### config.mk
export PLATFORM = sky130hd
export DESIGN_NAME = spi_cfg_regs
export DESIGN_NICKNAME = d
export VERILOG_FILES = /design/src/rtl/spi_cfg_pkg.sv /design/src/rtl/spi_cfg_ctrl.sv /design/src/rtl/spi_cfg_dp.sv /design/src/rtl/spi_cfg_regs.sv
export SDC_FILE = /design/constraint.sdc
export NUM_CORES = 1
export LEC_CHECK = 0
export BUFFER_PORTS_ARGS = -buffer_cell sky130_fd_sc_hd__buf_2
export CAP_MARGIN = 20
export CORE_MARGIN = 8
export CORE_UTILIZATION = 45
export DETAILED_ROUTE_END_ITERATION = 7
export PLACE_DENSITY_LB_ADDON = 0.12
export SLEW_MARGIN = 20
export SYNTH_ARGS = -nofsm -noshare
export SYNTH_HDL_FRONTEND = slang
export SYNTH_HIERARCHICAL = 1
export SYNTH_SLANG_ARGS = --single-unit
### constraint.sdc
create_clock -name clk -period 2.6 [get_ports clk]
set_clock_uncertainty 0.2 [all_clocks]
set_input_delay 0.65 -clock clk [delete_from_list [all_inputs] [get_ports clk]]
set_output_delay 0.65 -clock clk [all_outputs]
set_load 0.01 [all_outputs]
### src/rtl/spi_cfg_pkg.sv
package spi_cfg_pkg;

  typedef enum logic [1:0] {
    PH_OPCODE,
    PH_WRITE,
    PH_READ,
    PH_SKIP
  } cfg_phase_t;

  typedef struct packed {
    logic active;
    logic shiftEn;
    logic latchAddr;
    logic loadTx;
    logic writeEn;
    logic txShift;
    logic misoClr;
  } cfg_strobe_t;

endpackage

### src/rtl/spi_cfg_ctrl.sv
module spi_cfg_ctrl
  import spi_cfg_pkg::*;
#(
  parameter int DATA_W      = 8,
  parameter int SYNC_STAGES = 2,
  parameter logic [DATA_W-1:0] OP_WR = 8'h02,
  parameter logic [DATA_W-1:0] OP_RD = 8'h03
) (
  input  logic              clk,
  input  logic              rstN,
  input  logic              sclkIn,
  input  logic              csNIn,
  input  logic              mosiIn,
  input  logic [DATA_W-1:0] rxByte,
  output logic              mosiS,
  output cfg_strobe_t       stb
);

  localparam int BIT_W = $clog2(DATA_W);
  localparam logic [BIT_W-1:0] LAST_BIT = BIT_W'(DATA_W - 1);

  logic [SYNC_STAGES-1:0] sclkSync, csSync, mosiSync;
  logic sclkPrev;
  logic sclkS, csNS, rise, fall, active, byteDone;
  logic [BIT_W-1:0] bitCnt;
  logic [1:0] byteCnt;
  cfg_phase_t phase;

  always_ff @(posedge clk or negedge rstN) begin
    if (!rstN) begin
      sclkSync <= '0;
      csSync   <= '1;
      mosiSync <= '0;
      sclkPrev <= 1'b0;
    end else begin
      sclkSync <= {sclkSync[SYNC_STAGES-2:0], sclkIn};
      csSync   <= {csSync[SYNC_STAGES-2:0], csNIn};
      mosiSync <= {mosiSync[SYNC_STAGES-2:0], mosiIn};
      sclkPrev <= sclkS;
    end
  end

  assign sclkS    = sclkSync[SYNC_STAGES-1];
  assign csNS     = csSync[SYNC_STAGES-1];
  assign mosiS    = mosiSync[SYNC_STAGES-1];
  assign active   = ~csNS;
  assign rise     = active & sclkS & ~sclkPrev;
  assign fall     = active & ~sclkS & sclkPrev;
  assign byteDone = rise & (bitCnt == LAST_BIT);

  always_ff @(posedge clk or negedge rstN) begin
    if (!rstN) begin
      bitCnt  <= '0;
      byteCnt <= '0;
      phase   <= PH_OPCODE;
    end else if (!active) begin
      bitCnt  <= '0;
      byteCnt <= '0;
      phase   <= PH_OPCODE;
    end else if (rise) begin
      bitCnt <= byteDone ? '0 : bitCnt + 1'b1;
      if (byteDone && byteCnt != 2'd3) byteCnt <= byteCnt + 1'b1;
      if (byteDone && byteCnt == 2'd0) begin
        if (rxByte == OP_WR)      phase <= PH_WRITE;
        else if (rxByte == OP_RD) phase <= PH_READ;
        else                      phase <= PH_SKIP;
      end
    end
  end

  always_comb begin
    stb           = '0;
    stb.active    = active;
    stb.shiftEn   = rise;
    stb.latchAddr = byteDone & (byteCnt == 2'd1);
    stb.loadTx    = byteDone & (byteCnt == 2'd1) & (phase == PH_READ);
    stb.writeEn   = byteDone & (byteCnt == 2'd2) & (phase == PH_WRITE);
    stb.txShift   = fall & (byteCnt == 2'd2) & (phase == PH_READ);
    stb.misoClr   = ~active | (fall & ~stb.txShift);
  end

endmodule

### src/rtl/spi_cfg_dp.sv
module spi_cfg_dp
  import spi_cfg_pkg::*;
#(
  parameter int DATA_W   = 8,
  parameter int NUM_REGS = 4,
  parameter logic [DATA_W-1:0] VERSION = 8'h01
) (
  input  logic                       clk,
  input  logic                       rstN,
  input  logic                       mosiS,
  input  cfg_strobe_t                stb,
  output logic [DATA_W-1:0]          rxByte,
  output logic                       miso,
  output logic [NUM_REGS*DATA_W-1:0] cfgRegs
);

  logic [DATA_W-1:0] shiftReg, addrReg, txReg, readData;
  logic [DATA_W-1:0] regQ [NUM_REGS];
  logic misoReg;

  assign rxByte = {shiftReg[DATA_W-2:0], mosiS};

  always_ff @(posedge clk or negedge rstN) begin
    if (!rstN) begin
      shiftReg <= '0;
      addrReg  <= '0;
    end else begin
      if (stb.shiftEn)   shiftReg <= rxByte;
      if (stb.latchAddr) addrReg  <= rxByte;
    end
  end

  always_ff @(posedge clk or negedge rstN) begin
    if (!rstN) begin
      for (int i = 0; i < NUM_REGS; i++) regQ[i] <= '0;
    end else if (stb.writeEn) begin
      for (int i = 0; i < NUM_REGS; i++)
        if (addrReg == DATA_W'(i + 1)) regQ[i] <= rxByte;
    end
  end

  always_comb begin
    readData = '0;
    if (rxByte == '0) readData = VERSION;
    for (int i = 0; i < NUM_REGS; i++)
      if (rxByte == DATA_W'(i + 1)) readData = regQ[i];
  end

  always_ff @(posedge clk or negedge rstN) begin
    if (!rstN) begin
      txReg   <= '0;
      misoReg <= 1'b0;
    end else begin
      if (stb.loadTx) txReg <= readData;
      else if (stb.txShift) txReg <= {txReg[DATA_W-2:0], 1'b0};
      if (stb.txShift)      misoReg <= txReg[DATA_W-1];
      else if (stb.misoClr) misoReg <= 1'b0;
    end
  end

  assign miso = misoReg;

  for (genvar g = 0; g < NUM_REGS; g++) begin : g_out
    assign cfgRegs[g*DATA_W +: DATA_W] = regQ[g];
  end

endmodule

### src/rtl/spi_cfg_regs.sv
module spi_cfg_regs
  import spi_cfg_pkg::*;
#(
  parameter int DATA_W      = 8,
  parameter int NUM_REGS    = 4,
  parameter int SYNC_STAGES = 2,
  parameter logic [DATA_W-1:0] VERSION = 8'h01,
  parameter logic [DATA_W-1:0] OP_WR   = 8'h02,
  parameter logic [DATA_W-1:0] OP_RD   = 8'h03
) (
  input  logic                       clk,
  input  logic                       rstN,
  input  logic                       spiSclk,
  input  logic                       spiCsN,
  input  logic                       spiMosi,
  output logic                       spiMiso,
  output logic [NUM_REGS*DATA_W-1:0] cfgRegs
);

  cfg_strobe_t       stb;
  logic              mosiS;
  logic [DATA_W-1:0] rxByte;

  spi_cfg_ctrl #(
    .DATA_W(DATA_W), .SYNC_STAGES(SYNC_STAGES), .OP_WR(OP_WR), .OP_RD(OP_RD)
  ) u_ctrl (
    .clk(clk), .rstN(rstN), .sclkIn(spiSclk), .csNIn(spiCsN), .mosiIn(spiMosi),
    .rxByte(rxByte), .mosiS(mosiS), .stb(stb)
  );

  spi_cfg_dp #(
    .DATA_W(DATA_W), .NUM_REGS(NUM_REGS), .VERSION(VERSION)
  ) u_dp (
    .clk(clk), .rstN(rstN), .mosiS(mosiS), .stb(stb),
    .rxByte(rxByte), .miso(spiMiso), .cfgRegs(cfgRegs)
  );

endmodule

=== Yosys cells after proc, flatten, opt, wreduce, memory -nomap -nowiden ===
Index checks and enable logic that the tools add are counted.

* Add/subtract/negate cells: 2
* $mul: 0
* Div/mod/pow operators: 0
* $lt $le $gt $ge: 0
* Eq/ne operators: 14
* Shifts and indexed selects: 0
* Mux-type cells: 20
* Bitwise gates (word level): 17
* Reductions and logical operators: 15

{| class="wikitable"
|+ Operator list
! kind !! count
|-
| 8-bit 2-to-1 mux || 6
|-
| 8-bit by 2-bit equality test with 1-bit output (second input constant) || 4
|-
| 8-bit by 1-bit equality test with 1-bit output (second input constant) || 2
|-
| 8-bit by 3-bit equality test with 1-bit output (second input constant) || 2
|-
| 2-bit 2-to-1 mux || 7
|-
| 1-bit bitwise AND || 12
|-
| 2-bit AND reduction || 6
|-
| 2-bit nonzero test || 5
|-
| 3-bit 2-to-1 mux || 3
|-
| 8-bit zero test || 1
|-
| 2-bit by 1-bit equality test with 1-bit output (second input constant) || 2
|-
| 2-bit equality test (second input constant) || 2
|-
| 1-bit 2-to-1 mux || 4
|-
| 1-bit inverter || 4
|-
| 3-bit by 1-bit adder with 3-bit output (second input constant) || 1
|-
| 3-bit equality test (second input constant) || 1
|-
| 2-bit by 1-bit adder with 2-bit output (second input constant) || 1
|-
| 1-bit logical AND || 2
|-
| 2-bit zero test || 1
|-
| 2-bit inequality test (second input constant) || 1
|-
| 1-bit OR || 1
|}

* Flip-flop bits (word level): 70
* Latch bits: 0
* Memory bits (writable): 0
* Memory bits (read-only): 0
* Input bits: 5
* Word-level logic and storage cells: 83
* Memories: 0

=== Depth between registers and ports, before layout ===
* Depth in word-level cells: 10
* Depth in mapped cells: 9
* Depth with buffers taken out: 7

=== Cells and area by module ===
The synthesis kept the hierarchy.

{| class="wikitable"
|+ By module, submodules not included
! module !! times used !! cells each !! area each (µm²) !! sequential area each (µm²)
|-
| spi_cfg_dp || 1 || 183 || 2509.9 || 1401.3
|-
| spi_cfg_ctrl || 1 || 59 || 711.9 || 352.8
|}

=== Worst setup path after synthesis ===
Ideal clock, no wire load.

* Kind: flip-flop to flip-flop
* Start point: register u_ctrl.csSync[1]
* End point: register u_dp.txReg[1]
* Library setup time: 0.101 ns
* Data arrival time: 2.335 ns
* Required time: 2.299 ns
* Slack: -0.036 ns
* Stages on the path, launching flop included: 10
* Buffers on the path: 3
* Path through: dfstp_2 > buf_6 > nor3b_4 > and3_2 > and3b_1 > buf_4 > or4b_4 > or3_1 > clkbuf_2 > o32ai_1

{| class="wikitable"
|+ RTL lines
! what !! line !! text
|-
| start, declared || spi_cfg_ctrl.sv:22 || <nowiki>logic [SYNC_STAGES-1:0] sclkSync, csSync, mosiSync;</nowiki>
|-
| start signal, assigned || spi_cfg_ctrl.sv:37 || <nowiki>csSync <= {csSync[SYNC_STAGES-2:0], csNIn};</nowiki>
|-
| end signal, assigned || spi_cfg_dp.sv:54 || <nowiki>if (stb.loadTx) txReg <= readData;</nowiki>
|-
| end signal, assigned || spi_cfg_dp.sv:55 || <nowiki>else if (stb.txShift) txReg <= {txReg[DATA_W-2:0], 1'b0};</nowiki>
|-
| end, declared || spi_cfg_dp.sv:17 || <nowiki>logic [DATA_W-1:0] shiftReg, addrReg, txReg, readData;</nowiki>
|}

==> summary.txt <==
vias in the first global route = 2176
VDD IR max = 0.336 mV
clk_lat worst skew = 0.34 ns
first-pass GRT wire length = 11600 um
Post-DRT Antenna Nets = 0
dpl cells = 382
period utilization = 0.988
die width = 101 um
deepest clock path buffer count = 2
Via-to-Cell Ratio = 5.38
total CTS buffers = 9
IO Pins = 38
initial antenna violation count = 0
Slowest-stage cell, CP = or4b_4
Tot Pwr = 2.34 mW
clock period minus worst slack = 2.57 ns
row cnt = 31
DR pass1 iterations = 4
actual slew at the worst max-slew pin = 0.874 ns
largest net degree at the start of global routing = 54
Syn Nets = 252
gr ovfl total = 0
H-tree levels = 3
Lkg Pwr = 1.94 nW
hold crit path type = in2async
Hold Fails Final Rpt = 0
initial core utilization = 0.453
via count = 2151
Slew headroom = 0.416
most frequent cells in the layout = dfrtp_1, mux2_2, buf_2
layout cells sized above 1 = 0.498
Post-Syn Area = 0.00321 mm2
routed len/inst = 18.3 um
CP Capture Type = flop
final wirelength = 7330 um
critical path data required time = 2.64 ns
power density cells = 599 mW/mm2
fin cells = 400
DRT iter0 DRCs = 47
status = complete, no violations
Syn-to-layout area delta = 21.8%
dpl hpwl = 4880 um
syn_area_per_cell = 13.3 um2
CTS tree = done
post-layout util = 0.551
CP Launch Type = flop
unrepaired setup endpoints after global routing = yes
Core ar. = 0.00710 mm2
max incr delay on CP = 0.47 ns
WS Path Type = reg2reg
worst path cell trace = ha_2 -> ha_4 -> and3_4 -> and3b_1 -> or4b_4 -> or3_4 -> o32ai_2
largest fanout on the critical path = 7
max_cap viols = 0
NumNets Final = 307
# port buffers = 37
total track usage = 0.153
synthesized netlist cell count = 241
Syn. warnings = 6
Post-route DRC = 0
die area = 0.0101 mm2
CTS root buf = clkbuf_8
max frequency = 389 MHz
pins over their slew limit = 0
die extent in y = 101 um
arrival time of the worst setup path = 2.61 ns
Final setup viols = 0
Fill cells = 636
clock-pin slew on the worst setup and hold paths = 0.07 ns
commonest non-fill, non-tap cell in the layout = dfrtp_1
routability cong. = 0.776
TritonCTS Sinks = 70
n_diodes = 0
## critical path: cells and delay by family (launching register included)
kind	cells	cell delay, ns
AO/OA/AOI/OAI	1	0.28
adder cells (fa/ha/maj)	2	0.35
AND/OR/NAND/NOR	4	1.29
flip-flops	1	0.37
## final cells by class
cell class | count | area, um2 | area share
Inverter | 4 | 15.0 | 0.00384
Sequential cell | 70 | 1750 | 0.448
Tap cell | 99 | 124 | 0.0316
Clock buffer | 15 | 176 | 0.0451
Multi-Input combinational cell | 151 | 1470 | 0.375
Timing Repair Buffer | 60 | 370 | 0.0946
Clock inverter | 1 | 5.00 | 0.00128
## worst paths after layout
path / slack, ns / depth (start not counted) / end / from
worst max-delay path: 0.03 / 7 / u_dp/txReg[7]$_DFFE_PN0P_ / u_ctrl/bitCnt[0]$_DFFE_PN0P_
worst min-delay path: 0.05 / 1 / u_dp/cfgRegs[27]$_DFFE_PN0P_ / rstN
worst max register to register: 0.03 / 7 / u_dp/txReg[7]$_DFFE_PN0P_ / u_ctrl/bitCnt[0]$_DFFE_PN0P_
worst min register to register: 0.15 / 0 / u_ctrl/sclkSync[1]$_DFF_PN0_ / u_ctrl/sclkSync[0]$_DFF_PN0_
max in group asynchronous: 1.49 / 2 / u_ctrl/csSync[1]$_DFF_PN1_ / rstN
min in group clk: 0.15 / 0 / u_ctrl/sclkSync[1]$_DFF_PN0_ / u_ctrl/sclkSync[0]$_DFF_PN0_
## routing by layer
metal | track usage | wire (um) | up-vias
li1 | - | - | 995
met1 | 0.201 | 3590 | 1103
met2 | 0.223 | 3300 | 46
met3 | 0.0622 | 370 | 7
met4 | 0.0465 | 74 | 0
met5 | 0 | 0 | -
## registers in the layout, summed over array words and instances (netlist names)
register and flops:
u_dp/miso 1, u_dp/cfgRegs 32, u_ctrl/sclkSync 2, u_ctrl/csSync 2, u_dp/shiftReg 7, u_dp/txReg 8
u_ctrl/phase 2, u_dp/addrReg 8, u_ctrl/bitCnt 3, u_ctrl/mosiSync 2, u_ctrl/byteCnt 2, u_ctrl/sclkPrev 1
## repair_timing
item                                   in CTS  in global routing
setup endpoints to repair                   6                 22
buffers inserted                            0                  2
hold buffers                                0                  0
gates resized for setup                     3                 11
pin swaps                                   0                  9
endpoints found under the hold margin       0                  0
## stage by stage
step / setup TNS (ns) / hold slack (ns) / setup slack (ns) / instance area (um2)
after detailed placement: -0.168 / 0.137 / -0.106 / 3620
after global routing: -0.284 / 0.0631 / -0.0363 / 3910
final: 0 / 0.0453 / 0.0319 / 3910
after CTS: 0 / 0.0449 / 0.0106 / 3820
after floorplan: -0.107 / 0.131 / -0.0179 / 3220
after global placement: 0 / 0.132 / 0.0357 / 3620
## report_power, final
group	internal, mW	switching [mW]	total, mW
sequential	1.14	0.0915	1.23
combinational	0.121	0.188	0.309
clock	0.425	0.379	0.804
No activity file was read; power rests on OpenSTA's default activity.
